[config.mk]
export PLATFORM = sky130hd
export DESIGN_NAME = usb_ep_ctrl_bank
export DESIGN_NICKNAME = d
export VERILOG_FILES = /design/src/rtl/usb_epc_pkg.sv /design/src/rtl/epc_setup_guard.sv /design/src/rtl/epc_stall_bit.sv /design/src/rtl/usb_ep_ctrl_bank.sv
export SDC_FILE = /design/constraint.sdc
export NUM_CORES = 1
export LEC_CHECK = 0
export BUFFER_PORTS_ARGS = -buffer_cell sky130_fd_sc_hd__buf_2
export CAP_MARGIN = 40
export CORE_ASPECT_RATIO = 0.9
export CORE_MARGIN = 10
export CORE_UTILIZATION = 51
export DETAILED_ROUTE_END_ITERATION = 10
export PLACE_DENSITY = 0.81
export SETUP_SLACK_MARGIN = 0.5
export SYNTH_ARGS = -nofsm -noshare
export SYNTH_HDL_FRONTEND = slang
export SYNTH_SLANG_ARGS = --single-unit
[constraint.sdc]
create_clock -name clk -period 2 [get_ports clk]
set_input_delay 0.3 -clock clk [delete_from_list [all_inputs] [get_ports clk]]
set_output_delay 0.3 -clock clk [all_outputs]
set_load 0.02 [all_outputs]
[src/rtl/usb_epc_pkg.sv]
package usb_epc_pkg;

    typedef enum logic [1:0] {
        EP_CTRL = 2'd0,
        EP_ISO  = 2'd1,
        EP_BULK = 2'd2,
        EP_INTR = 2'd3
    } ep_type_e;

    typedef enum logic [1:0] {
        GRD_IDLE  = 2'd0,
        GRD_HOLD  = 2'd1,
        GRD_TRAIL = 2'd2
    } grd_state_e;

    localparam int RX_STALL_B = 0;
    localparam int RX_TYPE_LO = 2;
    localparam int RX_EN_B    = 7;
    localparam int TX_STALL_B = 16;
    localparam int TX_TYPE_LO = 18;
    localparam int TX_EN_B    = 23;

    localparam logic [31:0] FIELD_MASK = 32'h008D_008D;

endpackage

[src/rtl/epc_setup_guard.sv]
module epc_setup_guard
    import usb_epc_pkg::*;
#(
    parameter int TRAIL_CYC = 50
) (
    input  logic clk,
    input  logic rst_n,
    input  logic setup_pulse,
    input  logic setup_stat,
    output logic busy
);
    localparam int CNT_W = $clog2(TRAIL_CYC + 1);
    localparam logic [CNT_W-1:0] CNT_LOAD = CNT_W'(TRAIL_CYC - 1);

    grd_state_e state_q, state_d;
    logic [CNT_W-1:0] cnt_q, cnt_d;

    // state register
    always_ff @(posedge clk or negedge rst_n) begin
        if (!rst_n) begin
            state_q <= GRD_IDLE;
            cnt_q   <= '0;
        end else begin
            state_q <= state_d;
            cnt_q   <= cnt_d;
        end
    end

    // next state
    always_comb begin
        state_d = state_q;
        cnt_d   = cnt_q;
        unique case (state_q)
            GRD_IDLE: begin
                if (setup_pulse) state_d = GRD_HOLD;
            end
            GRD_HOLD: begin
                if (!setup_pulse && !setup_stat) begin
                    state_d = GRD_TRAIL;
                    cnt_d   = CNT_LOAD;
                end
            end
            GRD_TRAIL: begin
                if (setup_pulse) begin
                    state_d = GRD_HOLD;
                end else if (cnt_q == '0) begin
                    state_d = GRD_IDLE;
                end else begin
                    cnt_d = cnt_q - 1'b1;
                end
            end
            default: state_d = GRD_IDLE;
        endcase
    end

    // outputs
    always_comb begin
        busy = (state_q != GRD_IDLE);
    end

    p_hold_while_stat_r4: assert property (@(posedge clk) disable iff (!rst_n)
        (state_q == GRD_HOLD && setup_stat) |=> (state_q == GRD_HOLD));

    p_trail_exit_r5: assert property (@(posedge clk) disable iff (!rst_n)
        (state_q == GRD_TRAIL && cnt_q == '0 && !setup_pulse) |=> (state_q == GRD_IDLE));

    p_trail_counts_r5: assert property (@(posedge clk) disable iff (!rst_n)
        (state_q == GRD_TRAIL && cnt_q != '0 && !setup_pulse) |=>
            (state_q == GRD_TRAIL && cnt_q == $past(cnt_q) - 1'b1));

endmodule

[src/rtl/epc_stall_bit.sv]
module epc_stall_bit
    import usb_epc_pkg::*;
(
    input  logic       clk,
    input  logic       rst_n,
    input  logic       wr_stb,
    input  logic       wr_val,
    input  logic [1:0] ep_type,
    input  logic       setup_pulse,
    input  logic       guard_busy,
    output logic       stall_q
);
    logic is_ctrl;
    logic hw_clr;

    assign is_ctrl = (ep_type == EP_CTRL);
    assign hw_clr  = is_ctrl && (setup_pulse || guard_busy);

    // hardware clear has priority over software
    always_ff @(posedge clk or negedge rst_n) begin
        if (!rst_n)      stall_q <= 1'b0;
        else if (hw_clr) stall_q <= 1'b0;
        else if (wr_stb) stall_q <= wr_val;
    end

    p_setup_clears_r3: assert property (@(posedge clk) disable iff (!rst_n)
        (setup_pulse && ep_type == EP_CTRL) |=> !stall_q);

    p_other_type_keeps_r3: assert property (@(posedge clk) disable iff (!rst_n)
        (setup_pulse && ep_type != EP_CTRL && stall_q && !wr_stb) |=> stall_q);

    p_busy_blocks_r4: assert property (@(posedge clk) disable iff (!rst_n)
        (guard_busy && ep_type == EP_CTRL) |=> !stall_q);

    p_hw_wins_r6: assert property (@(posedge clk) disable iff (!rst_n)
        (setup_pulse && wr_stb && wr_val && ep_type == EP_CTRL) |=> !stall_q);

    p_sticky_r2: assert property (@(posedge clk) disable iff (!rst_n)
        (stall_q && !wr_stb && !setup_pulse && !guard_busy) |=> stall_q);

endmodule

[src/rtl/usb_ep_ctrl_bank.sv]
module usb_ep_ctrl_bank
    import usb_epc_pkg::*;
#(
    parameter int NUM_EP    = 4,
    parameter int TRAIL_CYC = 50,
    parameter int ADDR_W    = (NUM_EP > 1) ? $clog2(NUM_EP) : 1
) (
    input  logic                clk,
    input  logic                rst_n,
    input  logic                reg_wr,
    input  logic [ADDR_W-1:0]   reg_addr,
    input  logic [31:0]         reg_wdata,
    output logic [31:0]         reg_rdata,
    input  logic [NUM_EP-1:0]   setup_pulse,
    input  logic [NUM_EP-1:0]   setup_stat,
    output logic [NUM_EP-1:0]   rx_stall_hs,
    output logic [NUM_EP-1:0]   tx_stall_hs,
    output logic [2*NUM_EP-1:0] rx_type,
    output logic [2*NUM_EP-1:0] tx_type,
    output logic [NUM_EP-1:0]   rx_en,
    output logic [NUM_EP-1:0]   tx_en
);
    logic [31:0]       wd;
    logic [NUM_EP-1:0] wr_sel;
    logic [NUM_EP-1:0] busy;
    logic [NUM_EP-1:0] rx_stall_a, tx_stall_a;
    logic [NUM_EP-1:0] rx_en_a, tx_en_a;
    logic [1:0]        rx_type_a [NUM_EP];
    logic [1:0]        tx_type_a [NUM_EP];

    assign wd = reg_wdata & FIELD_MASK;

    for (genvar g = 0; g < NUM_EP; g++) begin : g_ep
        assign wr_sel[g] = reg_wr && (reg_addr == ADDR_W'(g));

        if (g == 0) begin : g_fixed
            assign rx_type_a[g] = EP_CTRL;
            assign tx_type_a[g] = EP_CTRL;
            assign rx_en_a[g]   = 1'b1;
            assign tx_en_a[g]   = 1'b1;
        end else begin : g_cfg
            always_ff @(posedge clk or negedge rst_n) begin
                if (!rst_n) begin
                    rx_type_a[g] <= EP_CTRL;
                    tx_type_a[g] <= EP_CTRL;
                    rx_en_a[g]   <= 1'b0;
                    tx_en_a[g]   <= 1'b0;
                end else if (wr_sel[g]) begin
                    rx_type_a[g] <= wd[RX_TYPE_LO +: 2];
                    tx_type_a[g] <= wd[TX_TYPE_LO +: 2];
                    rx_en_a[g]   <= wd[RX_EN_B];
                    tx_en_a[g]   <= wd[TX_EN_B];
                end
            end
        end

        epc_setup_guard #(.TRAIL_CYC(TRAIL_CYC)) u_guard (
            .clk         (clk),
            .rst_n       (rst_n),
            .setup_pulse (setup_pulse[g]),
            .setup_stat  (setup_stat[g]),
            .busy        (busy[g])
        );

        epc_stall_bit u_rx_stall (
            .clk         (clk),
            .rst_n       (rst_n),
            .wr_stb      (wr_sel[g]),
            .wr_val      (wd[RX_STALL_B]),
            .ep_type     (rx_type_a[g]),
            .setup_pulse (setup_pulse[g]),
            .guard_busy  (busy[g]),
            .stall_q     (rx_stall_a[g])
        );

        epc_stall_bit u_tx_stall (
            .clk         (clk),
            .rst_n       (rst_n),
            .wr_stb      (wr_sel[g]),
            .wr_val      (wd[TX_STALL_B]),
            .ep_type     (tx_type_a[g]),
            .setup_pulse (setup_pulse[g]),
            .guard_busy  (busy[g]),
            .stall_q     (tx_stall_a[g])
        );

        assign rx_type[2*g +: 2] = rx_type_a[g];
        assign tx_type[2*g +: 2] = tx_type_a[g];
    end

    assign rx_en       = rx_en_a;
    assign tx_en       = tx_en_a;
    assign rx_stall_hs = rx_stall_a & rx_en_a;
    assign tx_stall_hs = tx_stall_a & tx_en_a;

    always_comb begin
        reg_rdata = '0;
        for (int i = 0; i < NUM_EP; i++) begin
            if (reg_addr == ADDR_W'(i)) begin
                reg_rdata[RX_STALL_B]      = rx_stall_a[i];
                reg_rdata[RX_TYPE_LO +: 2] = rx_type_a[i];
                reg_rdata[RX_EN_B]         = rx_en_a[i];
                reg_rdata[TX_STALL_B]      = tx_stall_a[i];
                reg_rdata[TX_TYPE_LO +: 2] = tx_type_a[i];
                reg_rdata[TX_EN_B]         = tx_en_a[i];
            end
        end
    end

    p_ep0_locked_r9: assert property (@(posedge clk) disable iff (!rst_n)
        (reg_wr && reg_addr == '0) |=> (rx_en[0] && tx_en[0] && rx_type[1:0] == 2'd0 && tx_type[1:0] == 2'd0));

    p_hs_needs_en_r1: assert property (@(posedge clk) disable iff (!rst_n)
        $rose(rx_stall_hs[NUM_EP-1]) |-> rx_en[NUM_EP-1]);

endmodule

==> metrics.yaml <==
ys_seq_area_frac: 0.4508
hpwl_um: 5284
sw_frac_of_total: 0.3698
ys_types: 47
die_h_um: 95.38
antenna_found_initial: 0
grt_usage: 0.1595
nFillCells: 384
diodes: 0
synth-edff-count: 0
power_density_nw_per_um2: 1029
worstMarginPinSlew_ps: 508.4
grt_overflow: 0
rsz0062_at_grt: "true"
vias_per_cell: 5.406
slew_viol_final: 0
final_cell_mix: "dfrtp_1, buf_4, buf_2, conb_1, a21oi_1"
grt_start_max_net_pins: 59
drcViolationCount: 0
initial_core_util: 0.5265
end_kind: "flip-flop"
fin_cells: 503
hp-class: "input pin to flip-flop"
yosysWarnings: 0
postSynthAreaPerCell_um2: 10.73
fp-row-count: 27
grt_pass1_vias: 2681
p_comb_frac: 0.421
dp.cells: 435
finalSetupTns_ps: 0
synthCells: 300
layout_commonest_cell: "dfrtp_1"
cts-root-buf: "clkbuf_8"
routedWlPerCell_um: 17.65
wirelength_um: 8879
p_switching_mw: 1.674
p_seq_frac: 0.373
fin_util: 0.7197
worstPathCellList: "inv_2 -> ha_4 -> or4b_4 -> o211ai_4 -> o31a_4 -> inv_4 -> o22a_1"
crit_slowest_cell: "or4b_4"
p_leak_nw: 2.100
synth_seq_cells: 58
nets: 464
cts.sinks: 58
area_delta_synth_final_pct: 36.69
ant_nets: 0
htreeDepth: 3
drive_above_1_share: 0.4712
port-buffer-count: 54
cts_buffers: 9
gp_congestion: 0.8249
ys.flop_type: "dfrtp_1"
timing.hold.ws_ps: 218.8
finalHoldViolations: 0
clock_path_buffers: 2
dieArea_um2: 9895
critPathMaxFanout: 4
period_share: 0.9035
ys_async_sr_fraction: 1.000
status: "complete, no violations"
core_area_um2: 6115
worstPathRequired_ps: 2220
clk_pin_slew_ps: 70
grt_pass1_wl_um: 13020
max_freq_ghz: 0.5534
dr.pass1.iters: 4
synth_area_um2: 3219
die_w_um: 103.8
relSlewSlack: 0.6601
drtIter0Drc: 82
p_int_mw: 2.853
clock_latency_ps: 340
setup_viol: 0
crit_path_start_kind: "flip-flop"
path_class: "flip-flop to flip-flop"
p_clk_frac: 0.206
cp_slowest_stage_delay_ps: 460
io_pins: 109
max-vdd-ir-drop_uv: 396.4
arrival_ps: 2030
skew_ps: 5.033
max_cap_viol_count: 0
vias: 2719
cts_tree: "built"
finalCriticalPeriod_ps: 1807
## layout make-up
cell class	count	area [um^2]	share of cell area
clock buffers	11	141.4	0.03213
clock inverters	5	30.03	0.006824
inverters	14	60.06	0.01365
well taps	87	108.9	0.02474
repair buffers	107	792.0	0.1800
flip-flops and latches	58	1453	0.3301
multi-input cells	221	1815	0.4126
## power groups by stage
stage | registers (mW) | clock network, mW | logic (mW)
2_1_floorplan | 1.72 | 0 | 0.840
3_3_place_gp | 1.68 | 0 | 1.14
3_5_place_dp | 1.69 | 0 | 1.18
4_1_cts | 1.64 | 0.941 | 1.55
5_1_grt | 1.72 | 1.00 | 2.07
6_report | 1.69 | 0.935 | 1.90
## registers in the layout, indices dropped and copies added (netlist names)
signal and cells:
g_ep.u_rx_stall.stall_q 4, rx_type 6, rx_en 3, tx_type 6
tx_en 3, g_ep.u_tx_stall.stall_q 4, g_ep.u_guard.cnt_q 24, g_ep.u_guard.state_q 8
## final timing paths
kind	startpoint	to	slack (ps)	cells after the start
worst max-delay path	g_ep[3].u_guard.cnt_q[0]$_DFFE_PN0P_	g_ep[3].u_guard.cnt_q[4]$_DFFE_PN0P_	190	7
worst min-delay path	setup_pulse[0]	g_ep[0].u_tx_stall.stall_q$_DFFE_PN0P_	220	2
worst max register to register	g_ep[3].u_guard.cnt_q[0]$_DFFE_PN0P_	g_ep[3].u_guard.cnt_q[4]$_DFFE_PN0P_	190	7
worst min register to register	g_ep[3].u_guard.state_q[1]$_DFFE_PN0P_	g_ep[3].u_guard.state_q[0]$_DFFE_PN0P_	490	1
max in group asynchronous	rst_n	g_ep[1].u_guard.cnt_q[3]$_DFFE_PN0P_	1240	3
min in group asynchronous	rst_n	g_ep[0].u_guard.state_q[0]$_DFFE_PN0P_	490	3
## critical path, delay by kind of cell, from the launching register on
family	cells	cell delay (ps)
simple gates	1	460
fa+ha+maj	1	120
flops	1	390
compound gates	3	580
buf+inv	2	130
## per-stage QoR
step	setup WS (ps)	cell area, um^2	power, mW
CTS	211.7	4096	4.131
detailed placement	83.90	3508	2.876
global placement	113.9	3508	2.827
global route	137.9	4400	4.783
floorplan	211.0	3372	2.561
finish	193.1	4400	4.527
## Yosys cell counts, types with 3 or more instances
| library cell | n | area [um^2] |
|---|---|---|
| or3_1 | 6 | 37.54 |
| dfrtp_1 | 58 | 1451 |
| inv_1 | 13 | 48.80 |
| ha_1 | 8 | 100.1 |
| mux2i_1 | 12 | 120.1 |
| a2bb2oi_1 | 3 | 26.28 |
| and2_1 | 6 | 37.54 |
| o21ai_0 | 5 | 25.02 |
| nand2b_1 | 5 | 31.28 |
| o21a_1 | 6 | 45.04 |
| buf_4 | 32 | 240.2 |
| nor4_1 | 4 | 25.02 |
| nor2b_1 | 4 | 25.02 |
| a21oi_1 | 26 | 130.1 |
| nor2_1 | 17 | 63.81 |
| a22o_1 | 5 | 43.79 |
| a21o_1 | 4 | 30.03 |
| nor3_1 | 10 | 50.05 |
| nor3b_1 | 9 | 67.56 |
| nand2_1 | 8 | 30.03 |
| nand3_1 | 3 | 15.01 |
| mux2_2 | 24 | 270.3 |
## metal layers
| metal | track usage | vias up | part of all wire |
|---|---|---|---|
| li1 | - | 1250 | - |
| met1 | 0.1855 | 1349 | 0.42 |
| met2 | 0.2674 | 93 | 0.50 |
| met3 | 0.05462 | 27 | 0.057 |
| met4 | 0.06829 | 0 | 0.031 |
| met5 | 0 | - | 0 |
## cell families (layout without fill, tap and decap cells)
family	Yosys count	count (layout)	share of synthesized area
fa+ha+maj	8	8	0.03109
buf+inv	49	137	0.09483
compound gates	65	65	0.1454
simple gates	78	78	0.1349
other cells	2	30	0.002333
mux	38	38	0.1353
xor+xnor	2	2	0.005442
flops	58	58	0.4508
## what timing repair did
action | CTS | global route
setup buffers | 35 | 16
hold buffers | 1 | 0
endpoints found under the setup margin | 27 | 34
endpoints found under the hold margin | 58 | 0
resized for setup | 35 | 44
pin swaps | 12 | 16
Power figures use the tool's default switching activity.
